[src/rtl/vbd_pkg.sv]
package vbd_pkg;
  typedef enum logic [1:0] {
    ST_IDLE,
    ST_ARM,
    ST_MEAS
  } meas_st_e;
endpackage

[src/rtl/vbd_sync_cnt.sv]
module vbd_sync_cnt #(
  parameter int POS_W = 12
) (
  input  logic             clk_i,
  input  logic             rst_ni,
  input  logic             hsync_i,
  input  logic             vsync_i,
  output logic             hs_rise_o,
  output logic             vs_rise_o,
  output logic [POS_W-1:0] hpos_o,
  output logic [POS_W-1:0] vline_o,
  output logic [POS_W-1:0] vline_prev_o
);
  logic             hs_q, vs_q;
  logic [POS_W-1:0] hcnt_q, vl_q;

  assign hs_rise_o    = hsync_i & ~hs_q;
  assign vs_rise_o    = vsync_i & ~vs_q;
  assign hpos_o       = hs_rise_o ? '0 : hcnt_q;
  assign vline_prev_o = vl_q;

  always_comb begin
    if (vs_rise_o)                    vline_o = '0;
    else if (hs_rise_o && vl_q != '1) vline_o = vl_q + 1'b1;
    else                              vline_o = vl_q;
  end

  always_ff @(posedge clk_i or negedge rst_ni) begin
    if (!rst_ni) begin
      hs_q   <= 1'b0;
      vs_q   <= 1'b0;
      hcnt_q <= '0;
      vl_q   <= '0;
    end else begin
      hs_q   <= hsync_i;
      vs_q   <= vsync_i;
      hcnt_q <= (hpos_o == '1) ? hpos_o : hpos_o + 1'b1;
      vl_q   <= vline_o;
    end
  end
endmodule

[src/rtl/vbd_pix_qual.sv]
module vbd_pix_qual #(
  parameter int DATA_W = 8,
  parameter int POS_W  = 12
) (
  input  logic              clk_i,
  input  logic              rst_ni,
  input  logic [DATA_W-1:0] pix_i,
  input  logic [DATA_W-1:0] thresh_i,
  input  logic              grad_mode_i,
  input  logic [POS_W-1:0]  hpos_i,
  input  logic [POS_W-1:0]  vline_i,
  input  logic [POS_W-1:0]  win_x0_i,
  input  logic [POS_W-1:0]  win_x1_i,
  input  logic [POS_W-1:0]  win_y0_i,
  input  logic [POS_W-1:0]  win_y1_i,
  output logic              hit_o
);
  logic [DATA_W-1:0] prev_q, step;
  logic              is_data, in_win;

  assign step    = (pix_i >= prev_q) ? pix_i - prev_q : prev_q - pix_i;
  assign is_data = grad_mode_i ? (step > thresh_i) : (pix_i > thresh_i);
  assign in_win  = (hpos_i >= win_x0_i) && (hpos_i <= win_x1_i) &&
                   (vline_i >= win_y0_i) && (vline_i <= win_y1_i);
  assign hit_o   = is_data & in_win;

  always_ff @(posedge clk_i or negedge rst_ni) begin
    if (!rst_ni) prev_q <= '0;
    else         prev_q <= pix_i;
  end
endmodule

[src/rtl/vbd_accum.sv]
module vbd_accum #(
  parameter int POS_W = 12
) (
  input  logic             clk_i,
  input  logic             rst_ni,
  input  logic             clear_i,
  input  logic             en_i,
  input  logic             hit_i,
  input  logic             line_end_i,
  input  logic [POS_W-1:0] hpos_i,
  input  logic [POS_W-1:0] cur_line_i,
  output logic [POS_W-1:0] hmin_o,
  output logic [POS_W-1:0] hmax_o,
  output logic [POS_W-1:0] vmin_o,
  output logic [POS_W-1:0] vmax_o,
  output logic             found_o
);
  logic [POS_W-1:0] hmin_q, hmax_q, vmin_q, vmax_q, hpos_nx, line_nx;
  logic             vfound_q, line_has_q;

  assign hpos_nx = hpos_i + 1'b1;
  assign line_nx = cur_line_i + 1'b1;

  // close the still-open line combinationally for the final edge
  assign hmin_o  = hmin_q;
  assign hmax_o  = hmax_q;
  assign found_o = vfound_q | line_has_q;
  assign vmin_o  = vfound_q ? vmin_q : (line_has_q ? cur_line_i : '0);
  assign vmax_o  = line_has_q ? line_nx : vmax_q;

  always_ff @(posedge clk_i or negedge rst_ni) begin
    if (!rst_ni) begin
      hmin_q     <= '1;
      hmax_q     <= '0;
      vmin_q     <= '0;
      vmax_q     <= '0;
      vfound_q   <= 1'b0;
      line_has_q <= 1'b0;
    end else if (clear_i) begin
      hmin_q     <= '1;
      hmax_q     <= '0;
      vmin_q     <= '0;
      vmax_q     <= '0;
      vfound_q   <= 1'b0;
      line_has_q <= 1'b0;
    end else if (en_i) begin
      if (hit_i) begin
        if (hpos_i < hmin_q)  hmin_q <= hpos_i;
        if (hpos_nx > hmax_q) hmax_q <= hpos_nx;
      end
      line_has_q <= line_end_i ? hit_i : (line_has_q | hit_i);
      if (line_end_i && line_has_q) begin
        if (!vfound_q) begin
          vmin_q   <= cur_line_i;
          vfound_q <= 1'b1;
        end
        vmax_q <= line_nx;
      end
    end
  end
endmodule

[src/rtl/vid_edge_detect.sv]
module vid_edge_detect
  import vbd_pkg::*;
#(
  parameter int DATA_W = 8,
  parameter int POS_W  = 12
) (
  input  logic              clk_i,
  input  logic              rst_ni,
  input  logic [DATA_W-1:0] pix_i,
  input  logic              hsync_i,
  input  logic              vsync_i,
  input  logic [POS_W-1:0]  win_x0_i,
  input  logic [POS_W-1:0]  win_x1_i,
  input  logic [POS_W-1:0]  win_y0_i,
  input  logic [POS_W-1:0]  win_y1_i,
  input  logic [DATA_W-1:0] thresh_i,
  input  logic              grad_mode_i,
  input  logic              start_i,
  output logic              busy_o,
  output logic              done_o,
  output logic              no_data_o,
  output logic [POS_W-1:0]  h_start_o,
  output logic [POS_W-1:0]  h_end_o,
  output logic [POS_W-1:0]  v_start_o,
  output logic [POS_W-1:0]  v_end_o
);
  meas_st_e         st_q;
  logic             hs_rise, vs_rise, hit, en, clear, line_end, found, fin;
  logic [POS_W-1:0] hpos, vline, vline_prev, hmin, hmax, vmin, vmax;

  vbd_sync_cnt #(.POS_W(POS_W)) u_sync (
    .clk_i, .rst_ni, .hsync_i, .vsync_i,
    .hs_rise_o(hs_rise), .vs_rise_o(vs_rise),
    .hpos_o(hpos), .vline_o(vline), .vline_prev_o(vline_prev)
  );

  vbd_pix_qual #(.DATA_W(DATA_W), .POS_W(POS_W)) u_qual (
    .clk_i, .rst_ni, .pix_i, .thresh_i, .grad_mode_i,
    .hpos_i(hpos), .vline_i(vline),
    .win_x0_i, .win_x1_i, .win_y0_i, .win_y1_i,
    .hit_o(hit)
  );

  assign en       = (st_q == ST_MEAS) & ~vs_rise;
  assign clear    = (st_q == ST_ARM) & vs_rise;
  assign line_end = en & hs_rise;
  assign fin      = (st_q == ST_MEAS) & vs_rise;

  vbd_accum #(.POS_W(POS_W)) u_acc (
    .clk_i, .rst_ni, .clear_i(clear), .en_i(en), .hit_i(hit),
    .line_end_i(line_end), .hpos_i(hpos), .cur_line_i(vline_prev),
    .hmin_o(hmin), .hmax_o(hmax), .vmin_o(vmin), .vmax_o(vmax), .found_o(found)
  );

  assign busy_o = (st_q != ST_IDLE);

  always_ff @(posedge clk_i or negedge rst_ni) begin
    if (!rst_ni) begin
      st_q      <= ST_IDLE;
      done_o    <= 1'b0;
      no_data_o <= 1'b0;
      h_start_o <= '0;
      h_end_o   <= '0;
      v_start_o <= '0;
      v_end_o   <= '0;
    end else begin
      done_o <= fin;
      unique case (st_q)
        ST_IDLE: if (start_i) st_q <= ST_ARM;
        ST_ARM:  if (vs_rise) st_q <= ST_MEAS;
        ST_MEAS: if (vs_rise) st_q <= ST_IDLE;
        default: st_q <= ST_IDLE;
      endcase
      if (fin) begin
        no_data_o <= ~found;
        h_start_o <= found ? hmin : '0;
        h_end_o   <= found ? hmax : '0;
        v_start_o <= found ? vmin : '0;
        v_end_o   <= found ? vmax : '0;
      end
    end
  end
endmodule

[config.mk]
export PLATFORM = sky130hd
export DESIGN_NAME = vid_edge_detect
export DESIGN_NICKNAME = d
export VERILOG_FILES = /design/src/rtl/vbd_pkg.sv /design/src/rtl/vbd_sync_cnt.sv /design/src/rtl/vbd_pix_qual.sv /design/src/rtl/vbd_accum.sv /design/src/rtl/vid_edge_detect.sv
export SDC_FILE = /design/constraint.sdc
export NUM_CORES = 1
export LEC_CHECK = 0
export ABC_CLOCK_PERIOD_IN_PS = 4900
export BUFFER_PORTS_ARGS = -buffer_cell sky130_fd_sc_hd__buf_4
export CAP_MARGIN = 20
export CORE_UTILIZATION = 35
export CTS_CLUSTER_SIZE = 12
export DETAILED_ROUTE_END_ITERATION = 10
export PLACE_DENSITY = 0.58
export REMOVE_ABC_BUFFERS = 1
export SLEW_MARGIN = 30
export SYNTH_ARGS = -nofsm -noshare
export SYNTH_HDL_FRONTEND = slang
export SYNTH_SLANG_ARGS = --single-unit
[constraint.sdc]
create_clock -name clk_i -period 4.9 [get_ports clk_i]
set_input_delay 0 -clock clk_i [delete_from_list [all_inputs] [get_ports clk_i]]
set_output_delay 0 -clock clk_i [all_outputs]
set_load 0.02 [all_outputs]
==> run summary, run 1 <==
The maximum number of pins on one net before global-route repair is about 80. The routed wire length is 22,500 µm. The total leakage power came out at 5.63 nW.

The routed length per instance is 15.7 µm. The number of warnings printed during yosys synthesis came out at 0. Across the run, the number of max-cap violations was 0. The share of synthesized registers carrying an async set or reset came out at 100%. The detailed router placed around 7,200 vias in this run. The number of antenna violations at the first check in global routing came to 0.

The endpoint type of the worst setup path is a flop. After the first detailed-routing iteration, the DRC count stood at 315. The worst-case clock buffer depth came out at 2. The setup path with the least slack is of type flop to flop. TritonCTS built the clock tree. The total routing resource utilization after global routing came out at approximately 18%. After detailed routing, the number of remaining DRC violations is 0. The number of buffer cells added on primary ports is 120. The number of flops mapped to enable cells by yosys is 0. Setup repair after global routing left no endpoint under its margin. The cell area reported after detailed placement came out at 0.00995 mm².

The vertical die dimension is 160 µm. The worst slack on hold paths is approximately 190 ps. The count of boundary I/O pins came out at 121. The number of global-route vias before repair came out at 6,990. Setup violations remaining at the end of the flow were counted as 0. The run finished with clean final reports. In the synthesized netlist the dominant register cell turns out to be sky130_fd_sc_hd__dfrtp_1. The count of antenna diodes in the layout came out at 0.

The clock slew seen by the registers of the worst setup and hold paths came out at around 70 ps. The total power density per cell area is about 320 mW/mm². The worst flop-to-flop path startpoint is u_qual.prev_q[0]. By count the netlist is led by sky130_fd_sc_hd__nand2_1 (132), sky130_fd_sc_hd__dfrtp_1 (124), sky130_fd_sc_hd__inv_1 (118).

The startpoint type of the worst setup path is a flop. The most frequent cell after synthesis is sky130_fd_sc_hd__nand2_1. The area growth from synthesis to layout is 23.3%. The clock root buffer master is sky130_fd_sc_hd__clkbuf_16. The period utilization is 93.3%. The multi-input combinational cell area is 0.00465 mm². The synthesized-area fraction occupied by and/or/nand/nor cells is 15.1%. The clock arrives with 7.54 ps of skew. Using the TritonRoute via totals, the vias-per-cell ratio works out to approximately 5.0. The count of H-tree levels built during CTS came out at 4.

The synthesized design contains 136 register bits. The full die area is between 0.02 and 0.03 mm². The sequential element share of the synthesized area came out at between 30 and 40%. By area, the combinational part of the netlist is dominated by compound AO/OA/AOI/OAI gates. The buffer count from post-CTS setup fixing came out at 0. The largest driver fanout on the critical path came out at 14. The detail route stage leaves a number of antenna-violating nets equal to 0. The highest ir drop seen on vdd came out at 203 µV. The starting density of the core is 35.7%. The total power consumption of the routed design came out at 3.39 mW. The final critical delay including setup and external delays came out at 4570 ps.

The core region area came out at ~0.024 mm². In the post-synthesis netlist, the biggest area contributors are sky130_fd_sc_hd__dfrtp_1 (36%), sky130_fd_sc_hd__ha_1 (15%), sky130_fd_sc_hd__nand2_1 (5.7%), sky130_fd_sc_hd__inv_1 (5.1%), sky130_fd_sc_hd__dfstp_2 (3.6%). The number of library cell types mapped by synthesis is just under 60.

The clock insertion delay at the later pin of the skew report came out at between 400 and 500 ps. In the synthesized netlist, the number of instances is roughly 980. The global-route wire length before repair is between 30,000 and 40,000 µm. The count of cells in the finished layout, fillers not included, comes to 1,434.

The first detailed-routing pass ran for 4 iterations. The design area is 0.0107 mm². The count of nets after finishing is ~1,300. The synthesized design devotes to its leading area cell type between 30 and 40% of total area. The worst register-to-register path has a setup slack of 330 ps. The maximum achievable frequency is 0.219 GHz. The mean instance size in the synthesized netlist came out at 8.91 µm². The count of filler cells inserted in the layout came out at 2,363. The estimated wirelength of the detail-placed design is ~17,000 µm.

The actual slew at the worst max-slew pin is 862 ps. The total area of sequential cells is ~0.0034 mm². The number of placed instances with taps included came out at between 1,000 and 1,500. The number of max-slew violations in the final report is 0. The path class of the tightest hold or removal check is primary input to asynchronous set/reset pin. The total count of hold-check failures in the final report is 0. TritonCTS created 17 clock buffers.

Routability-driven placement finished with a final weighted congestion of a little under 0.9. The cell area that synthesis handed to floorplanning was slightly below 0.009 mm². The compound-cell area share of the yosys netlist is 17.1%. Summed over all layers, the global routing overflow is 0. The number of cells on the worst reg-to-reg path is 20. The data arrival time of the worst path came out at 4920 ps. The worst register-to-register path ends at u_acc.hmax_o[6]. The area share of xor/xnor cells in the synthesized design came out at 3.23%. The fraction of synthesized area in multiplexers is 2.46%. The adder and majority gate portion of the synthesized area is 15.4%.

The x dimension of the die came out at ~160 µm. The required time of the critical path is 5240 ps. The number of clock sinks seen by CTS came out at 136. sky130_fd_sc_hd__dfrtp_1 takes more of the synthesized area than any other cell. The row count came out at 57.

Of the cells placed in the final design, the portion with a size suffix greater than 1 is 17.7%. In this run the tightest slew margin relative to its limit is between 40% and 50%.
## metal layers
metal	up-vias	global-route usage [%]	wire, µm
met1	3422	25.7	11000
met3	12	3.39	854
met5	-	0	0
met4	0	4.46	197
li1	3640	-	-
met2	138	28.2	10400
## worst max-delay path, stage by stage (launching register included)
cell,delay (ps)
sky130_fd_sc_hd__dfrtp_1,360
sky130_fd_sc_hd__ha_1,140
sky130_fd_sc_hd__inv_1,60
sky130_fd_sc_hd__fa_1,380
sky130_fd_sc_hd__nand3_1,90
sky130_fd_sc_hd__nand2_1,90
sky130_fd_sc_hd__o221a_2,300
sky130_fd_sc_hd__a31oi_2,230
sky130_fd_sc_hd__mux2_2,380
sky130_fd_sc_hd__o31ai_1,300
sky130_fd_sc_hd__mux2i_1,130
sky130_fd_sc_hd__ha_1,330
sky130_fd_sc_hd__nand4_1,120
sky130_fd_sc_hd__or3b_1,350
sky130_fd_sc_hd__a21oi_1,100
sky130_fd_sc_hd__or4_1,170
sky130_fd_sc_hd__nand4_2,130
sky130_fd_sc_hd__buf_4,240
sky130_fd_sc_hd__nor3_2,180
sky130_fd_sc_hd__buf_6,210
sky130_fd_sc_hd__mux2i_1,210
## cells in the final DEF (no fill, tap or decap), types with 5 or more instances in the layout
master                          count
sky130_fd_sc_hd__a31oi_1            5
sky130_fd_sc_hd__o41ai_1           11
sky130_fd_sc_hd__inv_1            118
sky130_fd_sc_hd__nand2_1          131
sky130_fd_sc_hd__dlygate4sd3_1     12
sky130_fd_sc_hd__a22o_1            26
sky130_fd_sc_hd__nor3_1             6
sky130_fd_sc_hd__nor2_1            54
sky130_fd_sc_hd__buf_4            135
sky130_fd_sc_hd__o21ai_1            8
sky130_fd_sc_hd__dfrtp_1          124
sky130_fd_sc_hd__xnor2_1           19
sky130_fd_sc_hd__nand2b_1           9
sky130_fd_sc_hd__mux2i_1           18
sky130_fd_sc_hd__nand3_1           27
sky130_fd_sc_hd__nor2b_1           12
sky130_fd_sc_hd__o211ai_1          18
sky130_fd_sc_hd__clkbuf_16         17
sky130_fd_sc_hd__o21ai_0           56
sky130_fd_sc_hd__a21oi_1           53
sky130_fd_sc_hd__nand4_1           21
sky130_fd_sc_hd__a2bb2oi_1          7
sky130_fd_sc_hd__xor2_1            13
sky130_fd_sc_hd__a21o_1            14
sky130_fd_sc_hd__ha_1             104
sky130_fd_sc_hd__dfstp_2           12
## layout make-up
| type | instances | share of cell area [%] |
|---|---|---|
| Inverter | 121 | 4.24 |
| Clock inverter | 15 | 1.80 |
| Clock buffer | 17 | 3.97 |
| Timing Repair Buffer | 149 | 10.8 |
| Sequential cell | 136 | 31.9 |
| Multi-Input combinational cell | 672 | 43.5 |
| Tap cell | 324 | 3.79 |
## stage by stage
step,utilization (%),setup TNS [ps],worst slack (ps)
floorplan,-,-4270,-389
global placement,40.9,0,423
detailed placement,40.9,0,325
CTS,44.0,0,292
global route,44.0,0,18.8
finish,44.0,0,326
## power by group
group	switching [mW]	total, mW	internal [mW]
registers	0.0653	1.26	1.20
clock network	0.542	1.36	0.815
logic	0.433	0.773	0.340
total	1.04	3.39	2.35
## cells by family after synthesis
family,count (synthesis)
adder cells (fa/ha/maj),106
flip-flops,136
buffers and inverters,167
AND/OR/NAND/NOR,286
XOR/XNOR,32
AO/OA/AOI/OAI,227
multiplexers,21
## registers in the layout, summed over array words and instances (netlist names)
register	cells
u_sync.vline_prev_o	12
u_sync.vs_q	1
u_sync.hs_q	1
u_acc.vmax_q	12
no_data_o	1
u_acc.hmax_o	12
v_end_o	12
u_acc.vmin_q	12
h_start_o	12
u_qual.prev_q	8
u_acc.line_has_q	1
u_sync.hcnt_q	12
st_q	2
h_end_o	12
v_start_o	12
u_acc.vfound_q	1
done_o	1
u_acc.hmin_o	12
## what timing repair did
item,4_1_cts,5_1_grt
gates resized for setup,0,2
setup endpoints to repair,0,9
hold endpoints to repair,88,0
hold buffers,12,0
## worst max-delay path by stage
| stage | startpoint | endpoint | depth (start not counted) |
|---|---|---|---|
| floorplan | u_qual.prev_q[0] | u_acc.hmax_o[10] | 18 |
| global route | u_qual.prev_q[0] | u_acc.hmax_o[2] | 20 |
| CTS | u_qual.prev_q[0] | u_acc.hmin_o[2] | 18 |
| finish | u_qual.prev_q[0] | u_acc.hmax_o[6] | 20 |
| detailed placement | u_qual.prev_q[0] | u_acc.hmin_o[2] | 18 |
| global placement | u_qual.prev_q[0] | u_acc.hmax_o[4] | 20 |
Power figures use the tool's default switching activity.
==> run 2, diff against run 1 <==
Settings changed: MAX_ROUTING_LAYER from default to met4, SETUP_SLACK_MARGIN from default to 0.5.
==> run 2 against run 1 <==
- clock power about the same
- critical path type unchanged
- worst setup slack gained 190 ps
- register-to-register slack gained 190 ps
- design area is 2.5% higher
- critical path depth stayed put
- hold slack better by 37 ps
- maximum frequency increased by 4.4%
- sequential power hardly changed
- final cell count increased by 0.49%
==> run summary, run 2 (synthesis gave the netlist of run 1 again) <==
The total number of vias is 7,349. The period utilization came out at 89.4%. The count of nets after finishing came out at 1,280.

The clock drives approximately 140 sinks. The actual slew at the worst max-slew pin came out at 873 ps. The via density per instance came out at around 5.1. The number of antenna diodes in the final layout is 0. The clock slew seen by the registers of the worst setup and hold paths came out at 60 ps.

The total routing resource utilization after global routing came out at 19.0%. Dividing total power by cell area gives a power density of 314 mW/mm². By startpoint and endpoint, the worst setup path is classified as flop to flop. The critical path goes through ha_2 -> inv_2 -> fa_2 -> nand3_2 -> nand2_2 -> o221a_4 -> a31oi_4 -> mux2_4 -> o31ai_4 -> mux2i_1 -> ha_1 -> nand4_1 -> or3b_1 -> a21oi_2 -> or4_4 -> nand4_4 -> buf_8 -> nor3_4 -> buf_6 -> mux2i_1. The cell repeated most along the worst path is sky130_fd_sc_hd__mux2i_1. The data arrival time of the worst path came out at 4720 ps.

Measured along the x axis, the die boundary spans 160 µm. The final critical delay including setup and external delays came out at 4380 ps. In this run the worst hold path is classified as primary input to asynchronous set/reset pin. The number of clock buffers added by TritonCTS is 17. The flow ran to the end, and the final reports show no timing, DRC or antenna violations. The number of cells on the worst reg-to-reg path came out at 20. The worst setup path is captured at a flop. In this run the worst path has a maximum fanout of 7.

The worst setup slack after placement is between 200 and 300 ps. For the worst-skew pair, the clock arrives at the later sink with an insertion delay of 420 ps. The slack of the worst reg-to-reg path came out at 520 ps.

For this configuration, the core starts out at a cell density of 35.7%. The number of buffer cells added on primary ports came out at 120. STA classifies the critical path startpoint as a flop. The number of max-slew violations in the final report is 0. The maximum single-stage delay on the critical path is 380 ps. The routed wire length came out at 22,900 µm.

The number of maximum-capacitance constraint violations is 0. The share of final-layout standard cells stronger than drive strength 1 came out at 20.1%. The area growth from synthesis to layout came out at 26.4%. The number of global-route vias before repair was 7,245.

The tree is rooted in a sky130_fd_sc_hd__clkbuf_16. TritonCTS built the clock tree. The global-route wire length before repair is 37,200 µm.

The count of routing violations after the opening detailed-route iteration is between 400 and 500. The wire-length estimate of the detail-placed layout is 16,800 µm. The worst path meets setup with 520 ps of slack. The required time of the critical path came out at 5240 ps.

The total count of hold-check failures in the final report is 0. The number of antenna violations at the first check in global routing was 0. The highest ir drop seen on vdd is 199 µV. The core region area came out at 0.0243 mm². The maximum achievable frequency came out at 0.228 GHz. During I/O placement, the number of pins put on the boundary was approximately 120. The standard cell with the maximum stage delay on the critical path is sky130_fd_sc_hd__or3b_1. The final setup violation count came out at 0. The post-layout utilization of the core came out at around 45%.

The count of antenna-violating nets left after detailed routing is 0. The die covers 0.0254 mm². The worst-case clock buffer depth is 2.

The weighted congestion at the end of routability-driven global placement is 0.887. The worst pin sits at a relative slew slack of between 40% and 50%. In this run the core area contains 57 standard-cell rows.

Entering global routing, the biggest net connects just under 90 pins. Clock skew on the completed layout was measured at 8.76 ps. The detailed-route DRC error count is 0.

The remaining global-route overflow came out at 0. In the layout the commonest cells are sky130_fd_sc_hd__buf_4 (138), sky130_fd_sc_hd__nand2_1 (130), sky130_fd_sc_hd__dfrtp_1 (124). The most frequent standard cell in the layout excluding fill and tap cells is sky130_fd_sc_hd__buf_4.

The H-tree generated during clock tree synthesis spans 4 levels. Setup repair after global routing could not meet its margin everywhere. The routed length per instance is 15.9 µm. For this design the static power due to leakage is roughly 5.7 nW. The vertical die dimension came out at 160 µm.

Before antenna repair, the detailed router went through 5 iterations.
-- run 2: layout make-up --
| type | count | area (µm²) |
|---|---|---|
| Clock inverter | 12 | 175 |
| Multi-Input combinational cell | 673 | 4850 |
| Sequential cell | 136 | 3420 |
| Timing Repair Buffer | 155 | 1230 |
| Fill cell | 2360 | 13300 |
| Clock buffer | 20 | 447 |
| Tap cell | 324 | 405 |
| Inverter | 121 | 454 |
-- run 2: final timing paths --
check	endpoint	start
setup / recovery	u_acc.hmax_o[6]	u_qual.prev_q[0]
hold / removal	v_start_o[7]	rst_ni
setup reg to reg	u_acc.hmax_o[6]	u_qual.prev_q[0]
hold reg to reg	v_end_o[0]	v_end_o[0]
max in group asynchronous	u_acc.vmax_q[10]	rst_ni
min in group clk_i	u_qual.prev_q[0]	pix_i[0]
-- run 2: routing by layer --
metal  global-route usage (%)  part of all wire (%)  vias to the layer above
met4                     5.11                   1.2                        0
met1                     25.4                    48                     3519
li1                         -                     -                     3650
met3                     2.74                   4.0                       23
met5                        -                     0                        -
met2                     29.9                    47                      157
-- run 2: critical path: cells and delay by family, from the launching register on --
family,cells,cell delay (ps)
simple gates,7,1160
mux,3,820
compound gates,4,810
fa+ha+maj,3,700
buf+inv,3,420
flops,1,350
-- run 2: timing repair --
item / in CTS / in global routing
setup buffers: 1 / 3
resized for setup: 18 / 22
pin swaps: 6 / 0
hold buffers: 12 / 0
endpoints found under the setup margin: 25 / 25
endpoints found under the hold margin: 98 / 0
cloned: 3 / 0
-- run 2: per-stage QoR --
stage	area [µm²]	power, mW	cells	setup TNS (ps)	hold WS (ps)
floorplan	8500	1.73	929	-4270	-296
global placement	9950	2.04	1390	0	126
detailed placement	9950	2.06	1390	0	130
CTS	10800	3.46	1438	0	227
global route	11000	3.62	1441	0	255
finish	11000	3.44	1441	0	225
-- run 2: report_power, final --
part           internal [mW]  total (mW)  switching, mW
Clock                  0.864        1.36          0.498
Combinational          0.359       0.817          0.458
Sequential              1.20        1.27         0.0678
